===== config.mk =====
export PLATFORM = sky130hd
export DESIGN_NAME = dpsk_phase_encoder
export DESIGN_NICKNAME = d
export VERILOG_FILES = /design/src/rtl/dpsk_enc_pkg.sv /design/src/rtl/dpsk_bit_collector.sv /design/src/rtl/dpsk_phase_map.sv /design/src/rtl/dpsk_quad_accum.sv /design/src/rtl/dpsk_carrier_sel.sv /design/src/rtl/dpsk_phase_encoder.sv
export SDC_FILE = /design/constraint.sdc
export NUM_CORES = 1
export LEC_CHECK = 0
export BUFFER_PORTS_ARGS = -buffer_cell sky130_fd_sc_hd__buf_2
export CORE_UTILIZATION = 51
export CTS_BUF_LIST = sky130_fd_sc_hd__clkbuf_8
export DETAILED_ROUTE_END_ITERATION = 6
export PLACE_DENSITY = 0.88
export SLEW_MARGIN = 20
export SYNTH_ARGS = -nofsm -noshare
export SYNTH_HDL_FRONTEND = slang
export SYNTH_HIERARCHICAL = 1
export SYNTH_SLANG_ARGS = --single-unit

===== constraint.sdc =====
create_clock -name clk -period 8.7 [get_ports clk]
set_clock_uncertainty 0.15 [all_clocks]
set_input_delay 0.435 -clock clk [delete_from_list [all_inputs] [get_ports clk]]
set_output_delay 0.435 -clock clk [all_outputs]
set_load 0.01 [all_outputs]

===== src/rtl/dpsk_enc_pkg.sv =====
package dpsk_enc_pkg;
  typedef logic [1:0] quad_t;
  typedef enum logic {
    RATE_HALF = 1'b0,
    RATE_FULL = 1'b1
  } rate_e;
endpackage


===== src/rtl/dpsk_bit_collector.sv =====
module dpsk_bit_collector #(
  parameter int DEPTH = 4,
  localparam int CW = $clog2(DEPTH + 1)
) (
  input  logic          clk,
  input  logic          rst_n,
  input  logic          push,
  input  logic          push_bit,
  input  logic [1:0]    pop_n,
  output logic [1:0]    head,
  output logic [CW-1:0] level
);
  logic [DEPTH-1:0] mem_q, mem_d;
  logic [CW-1:0]    level_d, level_left;
  logic             accept;

  always_comb begin
    level_left = level - CW'(pop_n);
    accept     = push && (int'(level_left) < DEPTH);
    for (int i = 0; i < DEPTH; i++) begin
      if (i + int'(pop_n) < DEPTH) mem_d[i] = mem_q[i + int'(pop_n)];
      else                         mem_d[i] = 1'b0;
      if (accept && (i == int'(level_left))) mem_d[i] = push_bit;
    end
    level_d = accept ? level_left + CW'(1) : level_left;
  end

  always_ff @(posedge clk or negedge rst_n) begin
    if (!rst_n) begin
      mem_q <= '0;
      level <= '0;
    end else begin
      mem_q <= mem_d;
      level <= level_d;
    end
  end

  assign head[0] = mem_q[0];
  if (DEPTH > 1) begin : g_two
    assign head[1] = mem_q[1];
  end else begin : g_one
    assign head[1] = 1'b1;
  end

  // occupancy never exceeds the storage
  a_r7_level_bound: assert property (@(posedge clk) disable iff (!rst_n)
    int'(level) <= DEPTH);
  // a bit offered to a full buffer with no removal is discarded
  a_r7_drop_full: assert property (@(posedge clk) disable iff (!rst_n)
    (push && int'(level) == DEPTH && pop_n == 2'd0) |=> (int'(level) == DEPTH));
  // the caller never removes more bits than are held
  a_r5_pop_bound: assert property (@(posedge clk) disable iff (!rst_n)
    int'(pop_n) <= int'(level));
endmodule


===== src/rtl/dpsk_phase_map.sv =====
module dpsk_phase_map
  import dpsk_enc_pkg::*;
(
  input  rate_e      rate,
  input  logic [1:0] avail,
  input  logic [1:0] head,
  output logic [1:0] take,
  output quad_t      delta
);
  logic first_b, second_b;

  always_comb begin
    first_b  = (avail != 2'd0) ? head[0] : 1'b1;
    second_b = (avail == 2'd2) ? head[1] : 1'b1;
    if (rate == RATE_FULL) begin
      take = avail;
      unique case ({first_b, second_b})
        2'b00:   delta = 2'd1;
        2'b01:   delta = 2'd0;
        2'b10:   delta = 2'd2;
        default: delta = 2'd3;
      endcase
    end else begin
      take  = (avail != 2'd0) ? 2'd1 : 2'd0;
      delta = first_b ? 2'd3 : 2'd1;
    end
  end
endmodule


===== src/rtl/dpsk_quad_accum.sv =====
module dpsk_quad_accum
  import dpsk_enc_pkg::*;
(
  input  logic  clk,
  input  logic  rst_n,
  input  logic  step_en,
  input  quad_t delta,
  output quad_t quadrant
);
  quad_t quad_d;

  always_comb begin
    quad_d = quadrant;
    if (step_en) quad_d = quadrant + delta;
  end

  always_ff @(posedge clk or negedge rst_n) begin
    if (!rst_n) quadrant <= '0;
    else        quadrant <= quad_d;
  end

  // phase holds when no symbol boundary occurred
  a_r4_hold: assert property (@(posedge clk) disable iff (!rst_n)
    !step_en |=> $stable(quadrant));
endmodule


===== src/rtl/dpsk_carrier_sel.sv =====
module dpsk_carrier_sel #(
  parameter int NCO_W     = 24,
  parameter int SAMPLE_HZ = 9600,
  parameter int LOW_HZ    = 1200,
  parameter int HIGH_HZ   = 2400
) (
  input  logic             clk,
  input  logic             rst_n,
  input  logic             band_high,
  output logic [NCO_W-1:0] phase_inc
);
  localparam logic [63:0] LOW_FULL  = (64'(LOW_HZ)  << NCO_W) / 64'(SAMPLE_HZ);
  localparam logic [63:0] HIGH_FULL = (64'(HIGH_HZ) << NCO_W) / 64'(SAMPLE_HZ);
  localparam logic [NCO_W-1:0] LOW_INC  = LOW_FULL[NCO_W-1:0];
  localparam logic [NCO_W-1:0] HIGH_INC = HIGH_FULL[NCO_W-1:0];

  logic [NCO_W-1:0] inc_d;

  always_comb inc_d = band_high ? HIGH_INC : LOW_INC;

  always_ff @(posedge clk or negedge rst_n) begin
    if (!rst_n) phase_inc <= LOW_INC;
    else        phase_inc <= inc_d;
  end

  // band request reaches the increment one cycle later
  a_r8_band_high: assert property (@(posedge clk) disable iff (!rst_n)
    band_high |=> (phase_inc == HIGH_INC));
  a_r8_band_low: assert property (@(posedge clk) disable iff (!rst_n)
    !band_high |=> (phase_inc == LOW_INC));
endmodule


===== src/rtl/dpsk_phase_encoder.sv =====
module dpsk_phase_encoder
  import dpsk_enc_pkg::*;
#(
  parameter int DEPTH     = 4,
  parameter int NCO_W     = 24,
  parameter int SAMPLE_HZ = 9600,
  parameter int LOW_HZ    = 1200,
  parameter int HIGH_HZ   = 2400
) (
  input  logic             clk,
  input  logic             rst_n,
  input  logic             bit_valid,
  input  logic             bit_in,
  input  logic             sym_strobe,
  input  logic             rate_full,
  input  logic             band_high,
  output logic [1:0]       quadrant,
  output logic [NCO_W-1:0] phase_offset,
  output logic [NCO_W-1:0] phase_inc
);
  localparam int CW = $clog2(DEPTH + 1);

  logic [CW-1:0] level;
  logic [1:0]    head, avail, take, pop_n;
  quad_t         delta, quad_q;
  rate_e         rate;

  assign rate  = rate_e'(rate_full);
  assign avail = (int'(level) >= 2) ? 2'd2 : level[1:0];
  assign pop_n = sym_strobe ? take : 2'd0;

  dpsk_bit_collector #(.DEPTH(DEPTH)) u_collect (
    .clk(clk), .rst_n(rst_n), .push(bit_valid), .push_bit(bit_in),
    .pop_n(pop_n), .head(head), .level(level)
  );

  dpsk_phase_map u_map (
    .rate(rate), .avail(avail), .head(head), .take(take), .delta(delta)
  );

  dpsk_quad_accum u_accum (
    .clk(clk), .rst_n(rst_n), .step_en(sym_strobe), .delta(delta),
    .quadrant(quad_q)
  );

  dpsk_carrier_sel #(
    .NCO_W(NCO_W), .SAMPLE_HZ(SAMPLE_HZ), .LOW_HZ(LOW_HZ), .HIGH_HZ(HIGH_HZ)
  ) u_carrier (
    .clk(clk), .rst_n(rst_n), .band_high(band_high), .phase_inc(phase_inc)
  );

  assign quadrant     = quad_q;
  assign phase_offset = {quad_q, {(NCO_W-2){1'b0}}};

  // a held 0 bit in half rate advances by one quadrant
  a_r3_zero_bit: assert property (@(posedge clk) disable iff (!rst_n)
    (sym_strobe && !rate_full && level != '0 && !head[0])
      |=> (quadrant == 2'($past(quadrant) + 2'd1)));
  // an empty buffer at a full-rate strobe acts as the pair 11
  a_r5_empty_full: assert property (@(posedge clk) disable iff (!rst_n)
    (sym_strobe && rate_full && level == '0)
      |=> (quadrant == 2'($past(quadrant) + 2'd3)));
  // held pair 01 gives no phase step
  a_r2_pair01: assert property (@(posedge clk) disable iff (!rst_n)
    (sym_strobe && rate_full && int'(level) >= 2 && !head[0] && head[1])
      |=> $stable(quadrant));
endmodule


==> results of run 1 <==
-- registers in the layout (all words and copies together) (netlist names), named ones only --
name / count
u_collect/level: 3
u_carrier/phase_inc: 2
u_collect/mem_q: 3
u_accum/quadrant: 2
-- Yosys cell counts, types with 2 or more instances --
master / number / share of area, %
buf_4: 48 / 32
ha_1: 8 / 8.8
conb_1: 2 / 0.66
a41o_1: 2 / 1.8
dfrtp_1: 10 / 22
inv_1: 9 / 3.0
nand2_1: 4 / 1.3
and2_1: 2 / 1.1
xnor2_1: 2 / 1.5
mux2i_1: 2 / 1.8
nor2b_1: 2 / 1.1
o22ai_1: 2 / 1.1
mux4_2: 2 / 4.0
-- final cells by class --
| type | instances | area, sq um | area share, % |
|---|---|---|---|
| Inverter | 9 | 33.8 | 3.15 |
| Clock buffer | 3 | 41.3 | 3.86 |
| Tap cell | 27 | 33.8 | 3.15 |
| Clock inverter | 1 | 5.00 | 0.467 |
| Sequential cell | 11 | 277 | 25.8 |
| Multi-Input combinational cell | 92 | 611 | 57.0 |
| Timing Repair Buffer | 13 | 70.1 | 6.54 |
-- power breakdown --
group	total [W]	switching (W)	internal [W]
logic	0.000171	0.0000926	0.0000787
clock network	0.0000508	0.0000194	0.0000315
registers	0.0000909	0.0000187	0.0000723
-- worst max path at each step --
stage               cells after the start                          from  slack [ns]                            to
finish                                 10  u_collect/level[2]$_DFF_PN0_        5.62  u_collect/mem_q[3]$_DFF_PN0_
global route                           10  u_collect/level[2]$_DFF_PN0_        5.44  u_collect/mem_q[3]$_DFF_PN0_
CTS                                    10  u_collect/level[2]$_DFF_PN0_        5.62  u_collect/mem_q[3]$_DFF_PN0_
detailed placement                     10  u_collect/level[2]$_DFF_PN0_        5.63  u_collect/mem_q[3]$_DFF_PN0_
global placement                       10  u_collect/level[2]$_DFF_PN0_        5.77  u_collect/mem_q[3]$_DFF_PN0_
floorplan                              10  u_collect/level[2]$_DFF_PN0_        5.97  u_collect/mem_q[3]$_DFF_PN0_
-- cells by family (layout without fill, tap and decap cells) --
kind of cell,count (synthesis),in the layout
multiplexers,6,6
AO/OA/AOI/OAI,13,13
AND/OR/NAND/NOR,16,16
XOR/XNOR,4,4
flip-flops,11,11
buffers and inverters,58,26
other,2,44
adder cells (fa/ha/maj),9,9
-- critical path: stages (launching register included) --
cell and delay (ns):
dfrtp_1 0.42, or2_1 0.30, a21o_2 0.23, and2_1 0.27, ha_1 0.25, fa_1 0.58
inv_1 0.09, ha_1 0.19, ha_1 0.19, and3_1 0.16, o22ai_1 0.17
-- what timing repair did --
action / CTS / global route
hold buffers: 1 / 0
hold endpoints to repair: 10 / 0
endpoints found under the setup margin: 0 / 0
-- stage by stage --
stage / area [sq um] / hold WS, ns / worst slack, ns / power (W)
after detailed placement: 1010 / 0.161 / 5.63 / 0.000261
final: 1070 / 0.161 / 5.62 / 0.000313
after floorplan: 1290 / -0.0106 / 5.97 / 0.000246
after global routing: 1070 / 0.160 / 5.44 / 0.000340
after global placement: 1010 / 0.157 / 5.77 / 0.000250
after CTS: 1070 / 0.155 / 5.62 / 0.000315
-- metal layers --
metal  share of wire [%]  track usage [%]  vias to the layer above
met4                 3.3             14.7                        0
li1                    -                -                      322
met1                  39             18.0                      324
met5                   0                0                        -
met2                  55             26.3                       29
met3                 3.2             3.12                        4
==> results.txt, run 1 <==
The die area came out at 2420 sq um. The non-filler instance count after layout came out at 156. The synthesis-to-finish area growth came out at -5.62%.

The count of nets left with antenna violations once routing finished came out at 0. The fraction of synthesized area in multiplexers came out at 7.72%. The number of placed cells counting well taps is 151.

The wire-length estimate of the detail-placed layout is 1.36 mm. The total number of vias is 679. The worst register-to-register path has a depth of 10.

The layout cell share with drive strength beyond 1 is 18.6%. The total of buffers placed on input and output ports is 12. STA classifies the critical path endpoint as a flop. The number of distinct standard cells referenced by the synthesized netlist is 37. In this run the clock root is driven by a clkbuf_8.

The number of global-route vias before repair was 594. During synthesis, Yosys emitted a total of 6 warnings. The post-synthesis area per instance came out at 9.54 sq um. The number of cells traversed by the worst hold path came out at 1. The portion of the clock cycle consumed by the worst path in the final layout is 35.4%. The aggregate routed wire length is 1.76 mm.

The fraction of the mapped netlist area in compound gates came out at 8.82%. The first-pass GRT wire length is 2.77 mm. The violation count after the first detailed-routing iteration came out at 8. The area share of fa/ha/maj cells after synthesis is 10.6%. The fraction of the yosys area taken by sequential cells came out at 24.4%. The worst IR drop on VDD is 184 uV. The number of nets in the layout came out at 146.

Summing the areas of all xor and xnor instances in the mapped netlist gives 3.75% of the synthesized area. The die is 49.2 um wide. The destination of the worst hold path is u_carrier/phase_inc[22]$_DFF_PN0_. In the routed design, unresolved DRC markers number 0. The number of setup buffers added after CTS is 0. The number of iterations in the first detailed-routing pass came out at 4. In the final routed layout, each cell accounts on average for 11.3 um. The starting density of the core is 56.1%. The run finished with clean final reports. Row generation in the floorplan step produced 16 rows. After synthesis, the largest family of logic cells by area is buffers and inverters. By startpoint and endpoint, the worst setup path is classified as flop to flop. After clock tree synthesis, the clock-pin slew on the worst setup and hold paths is 0.05 ns. Leaving out fill and tap cells, the most frequent cell in the layout is conb_1. The number of max-slew violations in the final report came out at 0. The worst path required time is 8.70 ns. Global routing consumed, over all layers together, 16.3% of the routing resources. The total area inside the core boundary comes to 2020 sq um.

The power per cell area came out at 292 nW/um^2. In this run, synthesis produced a sequential element count of 11. Yosys mapped a number of flops with a built-in enable equal to 0.

The worst hold path begins at band_high. The initial antenna violation count is 0. The buffer levels on the longest clock path is 2. The count of clock tree sinks came out at 11. The worst register-to-register path begins at u_collect/level[2]$_DFF_PN0_. The library cells used most frequently in the layout, excluding fill and tap cells, are 44 x conb_1, 12 x buf_2, 10 x dfrtp_1, 9 x inv_1, 8 x ha_1. The leakage dissipation is 0.595 nW.

The final core area utilization is 53.0%. The final antenna diode count came out at 0. The cell area after technology mapping came out at 1130 sq um. The startpoint class of the critical path is a flop. The total negative slack for setup checks is 0 ns.

After global routing the overflow that remains totals 0. The via count normalized by instance count is 4.35. Routability-driven placement finished with a final weighted congestion of 0.802. The count of endpoints failing hold in the final timing report came out at 0. Across the run, the number of max-cap violations was 0. The post-layout minimum cycle time came out at 3.08 ns.

The synthesized-area fraction occupied by and/or/nand/nor cells came out at 8.38%. The highest net fanout along the worst path came out at 8. The clock tree from TritonCTS is built. Setup repair after global routing left no endpoint under its margin. After technology mapping, the gate count stands at 119. In this run the critical register-to-register path is captured at u_collect/mem_q[3]$_DFF_PN0_. Fill cells in the final layout number 198. The worst hold path class is primary input to flop. The fraction of synthesis flops using an asynchronous set or reset pin came out at 100%. The die outline height came out at 49.2 um.

In the synthesized netlist the dominant register cell turns out to be dfrtp_1. Gates resized during post-CTS repair numbered 0. The total clock buffers created by CTS is 3. For the worst-skew pair, the clock arrives at the later sink with an insertion delay of 0.24 ns. At the worst endpoint, the arrival time is 3.09 ns. The largest net degree at the start of global routing is 12. The level count of the clock H-tree is 1.

The number of endpoints failing setup at the final stage is 0. The setup check on the worst reg-to-reg path leaves a slack of 5.62 ns. During I/O placement, the number of pins put on the boundary was 57. The maximum clock rate is 0.324 GHz.
Note: power is estimated with default switching activity, not from simulation.
==> inputs of run 2 (changes only) <==
--- a/config.mk
+++ b/config.mk
@@ -5,11 +5,13 @@
 export SDC_FILE = /design/constraint.sdc
 export NUM_CORES = 1
 export LEC_CHECK = 0
+export ABC_AREA = 1
 export BUFFER_PORTS_ARGS = -buffer_cell sky130_fd_sc_hd__buf_2
-export CORE_UTILIZATION = 51
+export CORE_ASPECT_RATIO = 1.75
+export CORE_UTILIZATION = 43
 export CTS_BUF_LIST = sky130_fd_sc_hd__clkbuf_8
 export DETAILED_ROUTE_END_ITERATION = 6
-export PLACE_DENSITY = 0.88
+export PLACE_DENSITY = 0.78
 export SLEW_MARGIN = 20
 export SYNTH_ARGS = -nofsm -noshare
 export SYNTH_HDL_FRONTEND = slang
==> constraint.sdc (replaced) <==
create_clock -name clk -period 2.5 [get_ports clk]
set_clock_uncertainty 0.15 [all_clocks]
set_input_delay 0.125 -clock clk [delete_from_list [all_inputs] [get_ports clk]]
set_output_delay 0.125 -clock clk [all_outputs]
set_load 0.01 [all_outputs]
==> run 2 against run 1 <==
  * Utilization shrank 5.5 points
  * Count of clock-buffer cells in the layout is the same
  * Sequential cell count unchanged
  * Largest cell class unchanged
  * Die area up 22%
  * Combinational power grew to 4.2 times the previous value
  * Final area up 13%
  * Sequential power rose to 3.2 times the previous value
  * Total power rose to 3.8 times the previous value
  * Routed wire length shrank 1.4%
==> results.txt, run 2 <==
Using the TritonRoute via totals, the vias-per-cell ratio works out to 4.10. The met3 track demand over resource in global routing came out at 1.51%. The flip-flop and latch count after synthesis is 11. The initial antenna violation count is 0. The HPWL after detailed placement came out at 1.46 mm. Along the worst path, the maximum fanout reaches 4. The portion of the clock cycle consumed by the worst path in the final layout came out at 95.8%. The synthesis-to-finish area growth is 2.87%. Global routing finished with a remaining overflow of 0. Of all cell types, the one taking the most synthesized area is buf_4. Sorting the synthesized cells by how often they occur yields 48 x buf_4, 26 x inv_1, 26 x nand2_1. The met2 usage is 24.0%. The residual DRC count came out at 0. The multi-input combinational cells in the finished layout cover a total of 612 sq um.

For this run, the total global-route usage over all layers was measured as 12.6%. The share of total power dissipated in combinational logic is 60.8%. The data arrival time of the critical path came out at 2.37 ns. The total number of yosys warnings came out at 6. Of the post-synthesis cell area, the dominant cell type holds 30.6%. The class of the most critical setup path is flop to flop. The count of clock tree sinks is 11. The level count of the clock H-tree came out at 1.

Setup repair after global routing left no endpoint under its margin. The switching power as a share of total power is 44.6%. The die is 41.6 um wide.

The number of cells traversed by the worst hold path is 3. The final worst-path setup slack came out at 0.104 ns. Counting the buffers created by CTS gives 3.

The net switching power of the design is 0.000527 W. The total number of vias is 836. The global-route track usage on met1 came out at 11.6%.

The maximum clock rate came out at 0.417 GHz. The endpoint kind of the worst setup timing path is a flop. The number of distinct standard cells referenced by the synthesized netlist is 20.

Yosys mapped a number of flops with a built-in enable equal to 0. The worst reg-to-reg path cell count is 12. The most frequently used flop master after synthesis is dfrtp_1. The worst hold path class is primary input to flop. STA classifies the critical path startpoint as a flop. The area used by sequential logic in the layout came out at 277 sq um. Wires add up to 1.73 mm. The total negative slack for setup checks came out at 0 ns. The final weighted congestion in routability-driven placement came out at 0.742. The master cell of the clock root buffer is clkbuf_8. The analysis attributes to cell leakage a power of 0.731 nW.

The starting density of the core came out at 46.1%. The number of max-slew violations in the final report is 0. The worst-skew pair later-pin latency is 0.24 ns. The number of primary I/O pins is 57. The sequential fraction of design power came out at 24.6%. The final layout contains 195 nets. The mapped netlist covers 1180 sq um.

The fill cell instance count of the final layout is 261. The post-layout minimum cycle time is 2.40 ns. The largest registers in the layout are u_collect/level: 3 flops, u_collect/mem_q: 3 flops. The number of standard-cell rows in the floorplan came out at 24. Leaving out fill and tap cells, the most frequent cell in the layout is conb_1. The floorplan core area came out at 2550 sq um.

The number of standard cells after synthesis came out at 158. The number of maximum-capacitance constraint violations came out at 0. The pre-CTS worst setup slack came out at 0.112 ns. After clock tree synthesis, the clock-pin slew on the worst setup and hold paths is 0.05 ns. 0 antenna diodes ended up in the layout. The buffer levels on the longest clock path is 2.

The run finished with clean final reports. The post-route netlist has 23.0% of its cells at a drive strength greater than 1. The part of the power in the clock network came out at 14.6%. The remaining antenna violation count is 0. After the first detailed-routing iteration, the DRC count stood at 12. The die outline height came out at 71.2 um.

Setup violations remaining at the end of the flow were counted as 0. Data on the critical path is required at its endpoint by 2.47 ns. After synthesis, the mean cell area works out to 7.45 sq um.

The global routing's busiest layer is met2. The internal cell power came out at 0.000655 W. In the post-synthesis netlist, the biggest area contributors are buf_4 31%, dfrtp_1 21%, ha_1 8.5%. Across the VDD grid, the largest voltage drop is 537 uV. The power per cell area came out at 977 nW/um^2. The count of endpoints failing hold in the final timing report is 0.

The die area is 2960 sq um. The average detailed-routed wire length per instance came out at 8.49 um. The number of global-route vias before repair is 701. Leaving out fill and tap cells, the most frequent cells in the layout are 44 x conb_1, 26 x nand2_1, 21 x inv_1, 12 x buf_2, 12 x nand3_1. The fraction of synthesis flops using an asynchronous set or reset pin is 100%. In this run the tool buffered the top-level ports with 12 buffer cells.

The largest net degree at the start of global routing came out at 12. TritonCTS built the clock tree. The most instantiated library cell after synthesis is buf_4.

Of the synthesized area, sequential elements account for 23.5%. The first global-routing pass estimated 2.82 mm of wire. The number of iterations in the first detailed-routing pass came out at 4.
-- run 2: changes by cell type after synthesis, sizes merged, moves of 3 or more --
cell and change:
nand3 +12, nor2 +4, o21ai +8, inv +18, and2 -3, nand2 +24
-- run 2: cell type report --
type                    count  area share, %
clock buffers               3           3.41
clock inverters             1          0.413
inverters                  27           8.37
multi-input cells         114           50.5
flip-flops and latches     11           22.8
well taps                  26           2.69
repair buffers             22           11.8
-- run 2: cells by family (layout without fill, tap and decap cells) --
kind of cell,Yosys count,in the layout,share of synthesized area [%]
adders and majority gates,9,9,10.2
xor gates and xnor gates,3,3,2.87
buffers and inverters,75,53,39.2
AOI/OAI and AO/OA,9,9,4.14
DFF,11,11,23.5
other,2,44,0.638
and+or+nand+nor,49,49,19.4
-- run 2: worst paths after layout --
| check | to | slack [ns] | startpoint |
|---|---|---|---|
| worst max-delay path | u_collect/level[2]$_DFF_PN0_ | 0.10 | u_collect/level[2]$_DFF_PN0_ |
| worst min-delay path | u_collect/level[2]$_DFF_PN0_ | 0.04 | bit_valid |
| worst max register to register | u_collect/level[2]$_DFF_PN0_ | 0.10 | u_collect/level[2]$_DFF_PN0_ |
| worst min register to register | u_accum/quadrant[1]$_DFFE_PN0P_ | 0.37 | u_accum/quadrant[1]$_DFFE_PN0P_ |
| max in group asynchronous | u_carrier/phase_inc[21]$_DFF_PN1_ | 1.82 | rst_n |
| min in group asynchronous | u_accum/quadrant[0]$_DFFE_PN0P_ | 0.13 | rst_n |
-- run 2: per-layer routing --
metal | up-vias | share of wire, %
met2 | 40 | 57
met4 | 0 | 3.4
met5 | - | 0
li1 | 426 | -
met3 | 5 | 5.1
met1 | 365 | 34
-- run 2: power groups by stage --
| stage | registers, W | clock network [W] | logic [W] |
|---|---|---|---|
| finish | 0.000291 | 0.000172 | 0.000720 |
| global route | 0.000300 | 0.000194 | 0.000818 |
| CTS | 0.000289 | 0.000177 | 0.000687 |
| detailed placement | 0.000292 | 0 | 0.000680 |
| global placement | 0.000290 | 0 | 0.000661 |
| floorplan | 0.000297 | 0 | 0.000555 |
-- run 2: through the flow --
stage / util (%) / std cells / power, W / hold WS, ns / area, sq um
finish: 47.5 / 204 / 0.00118 / 0.0369 / 1210
global route: 47.5 / 204 / 0.00131 / 0.0620 / 1210
CTS: 46.6 / 203 / 0.00115 / 0.0505 / 1190
detailed placement: 43.6 / 196 / 0.000972 / -0.148 / 1110
global placement: 43.6 / 196 / 0.000951 / -0.150 / 1110
floorplan: - / 200 / 0.000852 / -0.321 / 1340
-- run 2: what timing repair did --
action / CTS / global route
buffers inserted: 0 / 1
hold buffers: 3 / 0
endpoints found under the hold margin: 14 / 0
gates resized for setup: 0 / 10
setup endpoints to repair: 0 / 4
-- run 2: worst max-delay path, stage by stage (launching register included) --
cell,delay (ns)
dfrtp_1,0.38
inv_2,0.07
nand2_4,0.06
inv_2,0.07
o21ai_1,0.07
nand2_1,0.08
inv_2,0.04
ha_1,0.20
fa_2,0.59
inv_2,0.05
ha_1,0.17
ha_2,0.31
o21ai_1,0.05
